<file path="src/rtl/wp_pkg.sv">
package wp_pkg;

  // control register bit positions (select 0)
  localparam int CTL_EN     = 0;
  localparam int CTL_DIREN  = 1;
  localparam int CTL_DIRRD  = 2;
  localparam int CTL_SIZEEN = 3;
  localparam int CTL_SIZEWD = 4;
  localparam int CTL_DATAEN = 5;
  localparam int CTL_BITS   = 6;

  // register selects
  localparam logic [2:0] SEL_CTL  = 3'd0;
  localparam logic [2:0] SEL_ADDR = 3'd1;
  localparam logic [2:0] SEL_VAL  = 3'd2;
  localparam logic [2:0] SEL_MASK = 3'd3;

  typedef struct packed {
    logic ldCtl;
    logic ldAddr;
    logic ldVal;
    logic ldMask;
    logic sample;
  } wpStrobe_t;

  typedef struct packed {
    logic enable;
    logic dirEn;
    logic dirRd;
    logic sizeEn;
    logic sizeWord;
    logic dataEn;
  } wpFlags_t;

endpackage

</file>
<file path="src/rtl/wp_ctrl.sv">
module wp_ctrl
  import wp_pkg::*;
#(
  parameter int SEL_W = 3
) (
  input  logic             cfgWe,
  input  logic [SEL_W-1:0] cfgSel,
  input  logic             busValid,
  output wpStrobe_t        strb
);

  always_comb begin
    strb        = '0;
    strb.sample = busValid;
    if (cfgWe) begin
      unique case (cfgSel)
        SEL_W'(SEL_CTL):  strb.ldCtl  = 1'b1;
        SEL_W'(SEL_ADDR): strb.ldAddr = 1'b1;
        SEL_W'(SEL_VAL):  strb.ldVal  = 1'b1;
        SEL_W'(SEL_MASK): strb.ldMask = 1'b1;
        default: ;
      endcase
    end
  end

endmodule

</file>
<file path="src/rtl/wp_lane_cmp.sv">
module wp_lane_cmp #(
  parameter int LW = 8
) (
  input  logic [LW-1:0] busLane,
  input  logic [LW-1:0] valLane,
  input  logic [LW-1:0] maskLane,
  output logic          laneEq
);

  logic [LW-1:0] diff;

  always_comb begin
    diff   = (busLane ^ valLane) & maskLane;
    laneEq = (diff == '0);
  end

endmodule

</file>
<file path="src/rtl/wp_dpath.sv">
module wp_dpath
  import wp_pkg::*;
#(
  parameter int AW = 16,
  parameter int DW = 16
) (
  input  logic          clk,
  input  logic          rstN,
  input  wpStrobe_t     strb,
  input  logic [DW-1:0] cfgWdata,
  input  logic [AW-1:0] busAddr,
  input  logic          busRnw,
  input  logic          busWord,
  input  logic [DW-1:0] busData,
  output wpFlags_t      flagsQ,
  output logic [AW-1:0] cmpAddrQ,
  output logic [DW-1:0] valQ,
  output logic [DW-1:0] maskQ,
  output logic          matchQ
);

  localparam int LANES = DW / 8;
  localparam int LB    = (LANES > 1) ? $clog2(LANES) : 1;

  logic [LANES-1:0] laneEq;
  logic [LB-1:0]    laneSel;
  logic             addrOk, dirOk, sizeOk, dataOk, hit;

  // configuration registers
  always_ff @(posedge clk or negedge rstN) begin
    if (!rstN) begin
      flagsQ   <= '0;
      cmpAddrQ <= '0;
      valQ     <= '0;
      maskQ    <= '0;
    end else begin
      if (strb.ldCtl) begin
        flagsQ.enable   <= cfgWdata[CTL_EN];
        flagsQ.dirEn    <= cfgWdata[CTL_DIREN];
        flagsQ.dirRd    <= cfgWdata[CTL_DIRRD];
        flagsQ.sizeEn   <= cfgWdata[CTL_SIZEEN];
        flagsQ.sizeWord <= cfgWdata[CTL_SIZEWD];
        flagsQ.dataEn   <= cfgWdata[CTL_DATAEN];
      end
      if (strb.ldAddr) cmpAddrQ <= cfgWdata[AW-1:0];
      if (strb.ldVal)  valQ     <= cfgWdata;
      if (strb.ldMask) maskQ    <= cfgWdata;
    end
  end

  // lane 0 is the uppermost byte and carries the lowest address
  for (genvar i = 0; i < LANES; i++) begin : gLane
    wp_lane_cmp #(.LW(8)) uLane (
      .busLane (busData[DW-1-8*i -: 8]),
      .valLane (valQ[DW-1-8*i -: 8]),
      .maskLane(maskQ[DW-1-8*i -: 8]),
      .laneEq  (laneEq[i])
    );
  end

  if (LANES > 1) begin : gSel
    assign laneSel = busAddr[LB-1:0];
  end else begin : gSelOne
    assign laneSel = '0;
  end

  always_comb begin
    addrOk = (busAddr == cmpAddrQ);
    dirOk  = !flagsQ.dirEn  || (busRnw  == flagsQ.dirRd);
    sizeOk = !flagsQ.sizeEn || (busWord == flagsQ.sizeWord);
    if (!flagsQ.dataEn)  dataOk = 1'b1;
    else if (busWord)    dataOk = &laneEq;
    else                 dataOk = laneEq[laneSel];
    hit = strb.sample && flagsQ.enable && addrOk && dirOk && sizeOk && dataOk;
  end

  always_ff @(posedge clk or negedge rstN) begin
    if (!rstN) matchQ <= 1'b0;
    else       matchQ <= hit;
  end

endmodule

</file>
<file path="src/rtl/bus_watch_cmp.sv">
module bus_watch_cmp
  import wp_pkg::*;
#(
  parameter int AW    = 16,
  parameter int DW    = 16,
  parameter int SEL_W = 3
) (
  input  logic             clk,
  input  logic             rstN,
  input  logic             cfgWe,
  input  logic [SEL_W-1:0] cfgSel,
  input  logic [DW-1:0]    cfgWdata,
  input  logic             busValid,
  input  logic [AW-1:0]    busAddr,
  input  logic             busRnw,
  input  logic             busWord,
  input  logic [DW-1:0]    busData,
  output logic             matchPulse
);

  wpStrobe_t     strb;
  wpFlags_t      flagsV;
  logic [AW-1:0] cmpAddrV;
  logic [DW-1:0] valV;
  logic [DW-1:0] maskV;

  wp_ctrl #(.SEL_W(SEL_W)) uCtrl (
    .cfgWe   (cfgWe),
    .cfgSel  (cfgSel),
    .busValid(busValid),
    .strb    (strb)
  );

  wp_dpath #(.AW(AW), .DW(DW)) uDp (
    .clk     (clk),
    .rstN    (rstN),
    .strb    (strb),
    .cfgWdata(cfgWdata),
    .busAddr (busAddr),
    .busRnw  (busRnw),
    .busWord (busWord),
    .busData (busData),
    .flagsQ  (flagsV),
    .cmpAddrQ(cmpAddrV),
    .valQ    (valV),
    .maskQ   (maskV),
    .matchQ  (matchPulse)
  );

endmodule

</file>
<file path="config.mk">
export PLATFORM = sky130hd
export DESIGN_NAME = bus_watch_cmp
export DESIGN_NICKNAME = d
export VERILOG_FILES = /design/src/rtl/wp_pkg.sv /design/src/rtl/wp_ctrl.sv /design/src/rtl/wp_lane_cmp.sv /design/src/rtl/wp_dpath.sv /design/src/rtl/bus_watch_cmp.sv
export SDC_FILE = /design/constraint.sdc
export NUM_CORES = 1
export LEC_CHECK = 0
export ABC_AREA = 1
export CAP_MARGIN = 40
export CORE_MARGIN = 3
export CORE_UTILIZATION = 45
export DETAILED_ROUTE_END_ITERATION = 8
export PLACE_DENSITY = 0.82
export SLEW_MARGIN = 20
export SYNTH_ARGS = -nofsm -noshare
export SYNTH_HDL_FRONTEND = slang
export SYNTH_SLANG_ARGS = --single-unit
</file>
<file path="constraint.sdc">
create_clock -name clk -period 2.89 [get_ports clk]
set_input_delay 0.289 -clock clk [delete_from_list [all_inputs] [get_ports clk]]
set_output_delay 0.289 -clock clk [all_outputs]
set_load 0.02 [all_outputs]
</file>
# Yosys cells after proc, flatten, opt, wreduce, memory -nomap -nowiden
# Index checks and enable logic that the tools add are counted.
word_totals:
  wordCells: 43
  rom_bits: 0
  memories: 0
  inputBits: 57
  ff_bits: 55
  out_inout_bits: 1
  latch_bits: 0
  ram_bits: 0
classes:
  mux: 9
  mul: 0
  n_shift: 0
  n_eq_ne: 6
  addsub: 0
  bitwise_logic: 4
  magnitude_cmp: 1
  n_reduce_logical: 13
  div: 0
ops:
  columns: ["op", "count"]
  rows:
  - ["8-bit AND", 2]
  - ["16-bit equality test", 1]
  - ["8-bit zero test", 2]
  - ["8-bit XOR", 2]
  - ["1-bit 2-to-1 mux", 8]
  - ["3-bit by 2-bit equality test with 1-bit output, second input constant", 2]
  - ["1-bit logical AND", 5]
  - ["4-bit 2-to-1 mux", 1]
  - ["3-bit by 1-bit equality test with 1-bit output, second input constant", 1]
  - ["3-bit zero test", 1]
  - ["1-bit equality test", 2]
  - ["1-bit zero test", 2]
  - ["1-bit logical OR", 2]
  - ["1-bit by 2-bit less-than comparator with 1-bit output, second input constant", 1]
  - ["2-bit AND reduction", 1]

# Depth between registers and ports, before layout
# Gate-level depths: netlist of the first run.
logic_depth:
  ltp_word: 8
  depth_mapped: 9
  ltp_nobuf: 9

# Modules after synthesis
# From an unflattened synthesis of the first run, not the netlist that was laid out.
unflattened:
  hier_cells: 330
  hier_area_um2: 2881.5
modules_own_cells:
  columns: ["mod", "cells_per_inst", "area_per_inst_um2", "seq_area_each_um2", "instances"]
  rows:
  - ["wp_dpath", 233, 2503.7, 1376.3, 1]
  - ["wp_lane_cmp", 42, 162.7, 0.0, 2]
  - ["wp_ctrl", 13, 52.6, 0.0, 1]

# Worst setup path before layout of the first run
# No wires, ideal clock.
synth_timing:
  path_type: "flip-flop to flip-flop"
  startpoint: "register uDp.cmpAddrQ[6]"
  endpoint: "register uDp.matchQ"
  setup_time_ps: 73
  synth_period_minus_slack_ps: 977
  setup_slack_ps: 1913
  arrival_ps: 904
  n_path_buf: 0
  stages_incl_launch_ff: 7
  required_ps: 2817
  cell_sequence: "dfrtp_1 xor2_1 nor2_1 nand2_1 nor2_1 nand3_1 a21oi_2"
synth_via:
  elab_chain_cells: 5
synth_rtl:
  columns: ["element", "line", "text"]
  rows:
  - ["start, declared", "wp_dpath.sv:16", "output logic [AW-1:0] cmpAddrQ,"]
  - ["start signal, assigned", "wp_dpath.sv:45", "if (strb.ldAddr) cmpAddrQ <= cfgWdata[AW-1:0];"]
  - ["16-bit equality test", "wp_dpath.sv:68", "addrOk = (busAddr == cmpAddrQ);"]
  - ["1-bit logical AND (4 in series)", "wp_dpath.sv:74", "hit = strb.sample && flagsQ.enable && addrOk && dirOk && sizeOk && dataOk;"]
  - ["via uDp.hit", "wp_dpath.sv:27", "logic addrOk, dirOk, sizeOk, dataOk, hit;"]
  - ["end signal, assigned", "wp_dpath.sv:79", "else matchQ <= hit;"]
  - ["end, declared", "wp_dpath.sv:19", "output logic matchQ"]
# The timed path passes the listed nets, and every way through them passes these cells.
# A chain may end at the register's enable or synchronous reset.

# Final worst setup path of the first run
layout_timing:
  startpoint: "register uDp.matchQ"
  endpoint: "output port matchPulse"
layout_lines:
  columns: ["element", "line", "text"]
  rows:
  - ["end, declared", "bus_watch_cmp.sv:18", "output logic matchPulse"]
# No word-level cell between the ends.

==> metrics.yaml, run 1 <==
outcome:
  status: "completed"
clock_network:
  clockBufferDepth: 2
  path_clk_slew_ns: 0.09
  cts.sinks: 55
  cts_buffers: 5
  worstSkewPairLatency_ns: 0.30
  cts_setup_buffers: 0
  cts_tree: "done"
  htreeDepth: 2
  cts_root_buf: "clkbuf_8"
drt:
  firstDrtPassIters: 4
  routed_wl_um: 6070
  vias: 2392
  drtIter0Drc: 118
  ant_nets: 0
  via_per_inst: 4.76
  drc_errors: 0
  wire_per_inst_um: 12.1
worst_setup_path:
  start_kind: "flop"
  critical_path.endpoint_type: "output port"
  cpLargestDelayFamily: "buffers and inverters"
  path_class: "flop to output port"
  critPathMaxStageDelay_ns: 0.60
  crit_slowest_cell: "clkdlybuf4s50_1"
  crit_required_ns: 2.60
  path_cells: "clkdlybuf4s50_1"
  path_max_fanout: 1
  crit_buf_inv: 1
  ff2ff_setup_slack_ns: 1.73
  cp.arrival_ns: 1.25
layout:
  antenna_cells: 0
  area_growth_pct: 23.5
  fin_cells: 503
  layout-drive-gt1-share_pct: 9.11
  fin_util_pct: 58.2
  seq_area_um2: 1380
  nFillCells: 552
  finish.net_count: 484
  multi_input_area_um2: 1120
synth:
  ys_seq_elements: 55
  avgSynthCellArea_um2: 7.65
  syn_nets: 428
  synth_seq_area_share_pct: 48.5
  yosys_warnings: 0
  synthCells: 371
  syn_area_um2: 2840
  synth_cell_type_count: 19
grt:
  overflow: 0
  first_global_vias: 2368
  grt_first_pass_wirelength_um: 10400
  antenna_found_initial: 0
  gr-usage-all-layers_pct: 17.8
  grt_max_degree: 37
power:
  p_leak_nw: 1.80
  p_per_area_nw_per_um2: 534
  irDropWorstVdd_mv: 0.282
sta:
  tightest_slew_ns: 0.728
  clock_skew_ns: 0.00365
  layout_worst_path_cycle_share_pct: 53.2
  clock.fmax_mhz: 651
  rsz0062_at_grt: "no"
  fin_ws_ns: 1.35
  final.setup.tns_ns: 0
  max-slew-margin-rel_pct: 51.3
  period_minus_slack_ns: 1.54
  report.final.slew_viol_count: 0
  holdWs_ns: 0.450
  setup_viol: 0
  hold_violations: 0
floorplan:
  die-area_um2: 7300
  start_util_pct: 47.1
  die_height_um: 85.4
  core_um2: 6030
  std_cell_rows: 28
  ioPinCount: 58
  fp.dieW_um: 85.4
placement:
  hpwl_um: 4700
  place_ws_ns: 1.07
  io_buffers: 57
  place_congestion: 0.812
  placed_cells: 494
job:
  cap_viol_max_count: 0
hold_path:
  hp-class: "input port to asynchronous set/reset pin"
metrics by stage:
stage,area [um^2],power [mW]
after floorplan,2840,1.30
final,3510,1.87
after global routing,3510,2.00
after detailed placement,3420,1.48
after CTS,3510,1.89
after global placement,3420,1.45
layer usage:
metal	part of all wire, %	up-vias	wire length, um	global-route usage [%]
met3	6.1	9	368	3.69
met2	49	64	2980	30.4
met5	0	-	0	0
met4	1.8	0	108	5.18
met1	43	1075	2610	22.7
li1	-	1244	-	-
flip-flops by register name, summed over array words and instances, names as in the netlist:
name	cells
uDp.valQ	16
uDp.maskQ	16
uDp.matchQ	1
uDp.flagsQ	6
uDp.cmpAddrQ	16
cell families (layout without fill, tap and decap cells):
family                    count (synthesis)  after routing  share of synthesized area (%)
buffers and inverters                    76            133                           11.9
AOI/OAI and AO/OA                        68             68                           15.0
DFF                                      55             55                           48.5
and+or+nand+nor                         170            170                           24.0
xor gates and xnor gates                  2              2                          0.617
placed cells by master (no fill, tap or decap), drive strengths merged:
| cell type | count |
|---|---|
| xor2 | 1 |
| dfrtp | 55 |
| clkinv | 1 |
| nand2 | 129 |
| xnor2 | 1 |
| buf | 2 |
| dlygate4sd3 | 1 |
| clkbuf | 7 |
| inv | 66 |
| nand3 | 17 |
| a21oi | 1 |
| o21ai | 67 |
| clkdlybuf4s50 | 56 |
| nand3b | 1 |
| nor2 | 23 |
repair_timing:
item / in CTS / in global routing
gates resized for setup: 0 / 0
hold buffers: 1 / 0
endpoints found under the hold margin: 19 / 0
layout make-up:
type                            instances  area share (%)
Clock inverter                          1           0.143
Timing Repair Buffer                   59            16.6
Tap cell                               75            2.68
Multi-Input combinational cell        240            32.1
Sequential cell                        55            39.2
Clock buffer                            7            2.18
Inverter                               66            7.06
worst reg2reg max path, cell delays in order (launching register included):
cell and delay (ns):
dfrtp_1 0.41, nand2_1 0.08, o21ai_1 0.07, nor2_1 0.12, o21ai_0 0.12, nor2_2 0.09, nand3_1 0.10, a21oi_2 0.11
power breakdown:
part / total (mW) / leakage (nW) / switching [mW] / internal [mW]
registers: 1.01 / 0.693 / 0.0963 / 0.911
logic: 0.456 / 1.07 / 0.236 / 0.220
clock network: 0.411 / 0.0422 / 0.240 / 0.171
total: 1.87 / 1.80 / 0.572 / 1.30
synthesized netlist by cell type:
| library cell | count | share of area [%] |
|---|---|---|
| a21oi_2 | 1 | 0.31 |
| buf_6 | 6 | 2.4 |
| nand2_1 | 126 | 17 |
| nand3_1 | 17 | 3.0 |
| nand2_2 | 3 | 0.66 |
| inv_1 | 63 | 8.3 |
| dfrtp_1 | 55 | 48 |
| nand3b_1 | 1 | 0.26 |
| xnor2_1 | 1 | 0.31 |
| xor2_1 | 1 | 0.31 |
| buf_2 | 3 | 0.53 |
| o21ai_0 | 6 | 1.1 |
| buf_4 | 1 | 0.26 |
| nor2_4 | 1 | 0.40 |
| o21ai_1 | 39 | 6.9 |
| inv_2 | 3 | 0.40 |
| o21ai_2 | 22 | 6.8 |
| nor2_2 | 1 | 0.22 |
| nor2_1 | 21 | 2.8 |
path summary, 6_finish.rpt:
kind,from,end,cells after the start
setup / recovery,uDp.matchQ,matchPulse,1
min in group clk,uDp.flagsQ[0],uDp.matchQ,1
hold reg to reg,uDp.flagsQ[0],uDp.matchQ,1
max in group asynchronous,rstN,uDp.flagsQ[2],3
hold / removal,rstN,uDp.valQ[14],2
setup reg to reg,uDp.cmpAddrQ[15],uDp.matchQ,7
(Power assumes the default switching activity.)
==> inputs of run 2 (changes only) <==
==> constraint.sdc (replaced) <==
create_clock -name clk -period 1.6 [get_ports clk]
set_input_delay 0.16 -clock clk [delete_from_list [all_inputs] [get_ports clk]]
set_output_delay 0.16 -clock clk [all_outputs]
set_load 0.02 [all_outputs]
==> run 2 against run 1 <==
Worst setup slack got worse by 1.2 ns. Global-route usage fell by 0.82 points. Combinational power rose by 82%. Design area grew 1.8%. Clock-buffer cell count fell by 1. Critical path type unchanged. Largest power group unchanged.
==> metrics.yaml, run 2 (synthesized netlist as in run 1, its figures left out) <==
power:
  combPwrFrac_pct: 24.5  # was 24.3%
  seqPwrFrac_pct: 53.5  # was 53.7%
  internal_power_mw: 2.36  # was 1.30 mW
  p_leak_nw: 1.83  # was 1.80 nW
  p_per_area_nw_per_um2: 951  # was 534 nW/um^2
  irDropWorstVdd_mv: 0.742  # was 0.282 mV
  swShare_pct: 30.5  # about the same
  clkPwrFrac_pct: 22.0  # was 21.9%
  p_sw_mw: 1.03  # was 0.572 mW
sta:
  hold_violations: 0  # unchanged
  final.setup.tns_ns: 0  # unchanged
  max-slew-margin-rel_pct: 66.9  # was 51.3%
  rsz0062_at_grt: "no"  # unchanged
  clock_skew_ns: 0.00713  # was 0.00365 ns
  clock.fmax_mhz: 705
  period_minus_slack_ns: 1.42
  tightest_slew_ns: 0.495  # was 0.728 ns
  report.final.slew_viol_count: 0  # unchanged
  setup_viol: 0  # unchanged
  layout_worst_path_cycle_share_pct: 88.6
  holdWs_ns: 0.355  # was 0.450 ns
clock_network:
  path_clk_slew_ns: 0.10  # was 0.09 ns
  cts_root_buf: "clkbuf_8"  # unchanged
  cts_tree: "done"  # unchanged
  cts_buffers: 5  # unchanged
  htreeDepth: 2  # unchanged
  cts.sinks: 55  # unchanged
  postCtsResizedCells: 0  # unchanged
  clockBufferDepth: 2  # unchanged
  worstSkewPairLatency_ns: 0.31  # was 0.30 ns
placement:
  io_buffers: 57  # unchanged
  place_congestion: 0.825  # was 0.812
  place_area_um2: 3480  # was 3420 um^2
  hpwl_um: 4460  # was 4700 um
grt:
  grt_max_degree: 56  # was 37
  overflow: 0  # unchanged
  grt_first_pass_wirelength_um: 9890  # was 10,400 um
  gr-usage-all-layers_pct: 16.9  # was 17.8%
  first_global_vias: 2223  # was 2,368
  antenna_found_initial: 0  # unchanged
layout:
  layout-drive-gt1-share_pct: 9.98  # was 9.11%
  layout_commonest_cell: "nand2_1"  # unchanged
  nFillCells: 574  # was 552
  layout_common_cells: "nand2_1, inv_1, clkdlybuf4s50_1"  # unchanged
  antenna_cells: 0  # unchanged
  stdcell_area_um2: 3570  # was 3510 um^2
  finish.net_count: 487  # was 484
  area_growth_pct: 25.8  # was 23.5%
  largestRegisters: "uDp.cmpAddrQ (16), uDp.maskQ (16), uDp.valQ (16)"  # unchanged
worst_setup_path:
  crit_buf_inv: 1  # unchanged
  crit_slowest_cell: "clkdlybuf4s50_1"  # unchanged
  path_depth: 1  # unchanged
  r2r_cells: 5  # was 7
  path_class: "flop to output port"  # unchanged
  critical_path.endpoint_type: "output port"  # unchanged
  cp.arrival_ns: 1.26  # was 1.25 ns
  path_max_fanout: 1  # unchanged
  start_kind: "flop"  # unchanged
  cpLargestDelayFamily: "buffers and inverters"  # unchanged
  crit_required_ns: 1.44  # was 2.60 ns
  critPathMaxStageDelay_ns: 0.60  # about the same
  path_cells: "clkdlybuf4s50_1"  # unchanged
floorplan:
  core_um2: 6030  # unchanged
  ioPinCount: 58  # unchanged
  die_height_um: 85.4  # unchanged
  die-area_um2: 7300  # unchanged
  start_util_pct: 47.1  # unchanged
  fp.dieW_um: 85.4  # unchanged
  std_cell_rows: 28  # unchanged
drt:
  firstDrtPassIters: 4  # unchanged
  drtIter0Drc: 158  # was 118
  via_per_inst: 4.76  # about the same
  vias: 2410  # was 2,392
  drc_errors: 0  # unchanged
  ant_nets: 0  # unchanged
  wire_per_inst_um: 11.8  # was 12.1 um
  routed_wl_um: 5990  # was 6070 um
job:
  cap_viol_max_count: 0  # unchanged
hold_path:
  hp-class: "input port to asynchronous set/reset pin"  # unchanged
outcome:
  status: "completed"  # unchanged
## run 2: changes by cell type in the layout (fill, tap and decap cells not counted), sizes merged
cell	change
buf	+3
clkinvlp	+1
clkbuf	-1
## run 2: through the flow
stage	std cells	setup WS [ns]	utilization [%]	total power [mW]
5_1_grt	506	0.151	59.3	3.65
2_1_floorplan	371	0.623	-	2.36
4_1_cts	506	0.174	59.3	3.43
3_3_place_gp	497	0.140	57.7	2.64
3_5_place_dp	497	0.0765	57.7	2.68
6_report	506	0.182	59.3	3.39
## run 2: cell type report
cell class	instances	area (um^2)	share of cell area [%]
multi-input cells	240	1120	31.5
well taps	75	93.8	2.63
inverters	66	248	6.94
repair buffers	62	643	18.0
clock inverters	2	12.5	0.350
clock buffers	6	72.6	2.03
flip-flops and latches	55	1380	38.5
## run 2: power by group through the flow
stage | clock network [mW] | logic [mW] | registers [mW]
after global placement | 0 | 0.807 | 1.83
final | 0.748 | 0.830 | 1.82
after global routing | 0.832 | 0.968 | 1.85
after detailed placement | 0 | 0.840 | 1.84
after floorplan | 0 | 0.559 | 1.80
after CTS | 0.769 | 0.842 | 1.81
## run 2: what timing repair did
item	CTS	global route
buffers inserted	0	0
hold buffers	1	0
hold endpoints to repair	55	0
## run 2: routing by layer
metal | share of wire [%] | track usage [%] | routed length, um
met1 | 46 | 22.5 | 2750
met2 | 48 | 28.5 | 2890
met3 | 5.6 | 3.20 | 335
met4 | 0.20 | 4.32 | 12
met5 | 0 | 0 | 0
## run 2: worst paths after layout
kind	slack, ns	from	to
setup / recovery	0.18	uDp.matchQ	matchPulse
hold / removal	0.36	rstN	uDp.valQ[14]
setup reg to reg	0.49	uDp.cmpAddrQ[14]	uDp.matchQ
hold reg to reg	0.47	uDp.flagsQ[0]	uDp.matchQ
max in group asynchronous	0.98	rstN	uDp.cmpAddrQ[12]
min in group clk	0.46	cfgWdata[8]	uDp.cmpAddrQ[8]
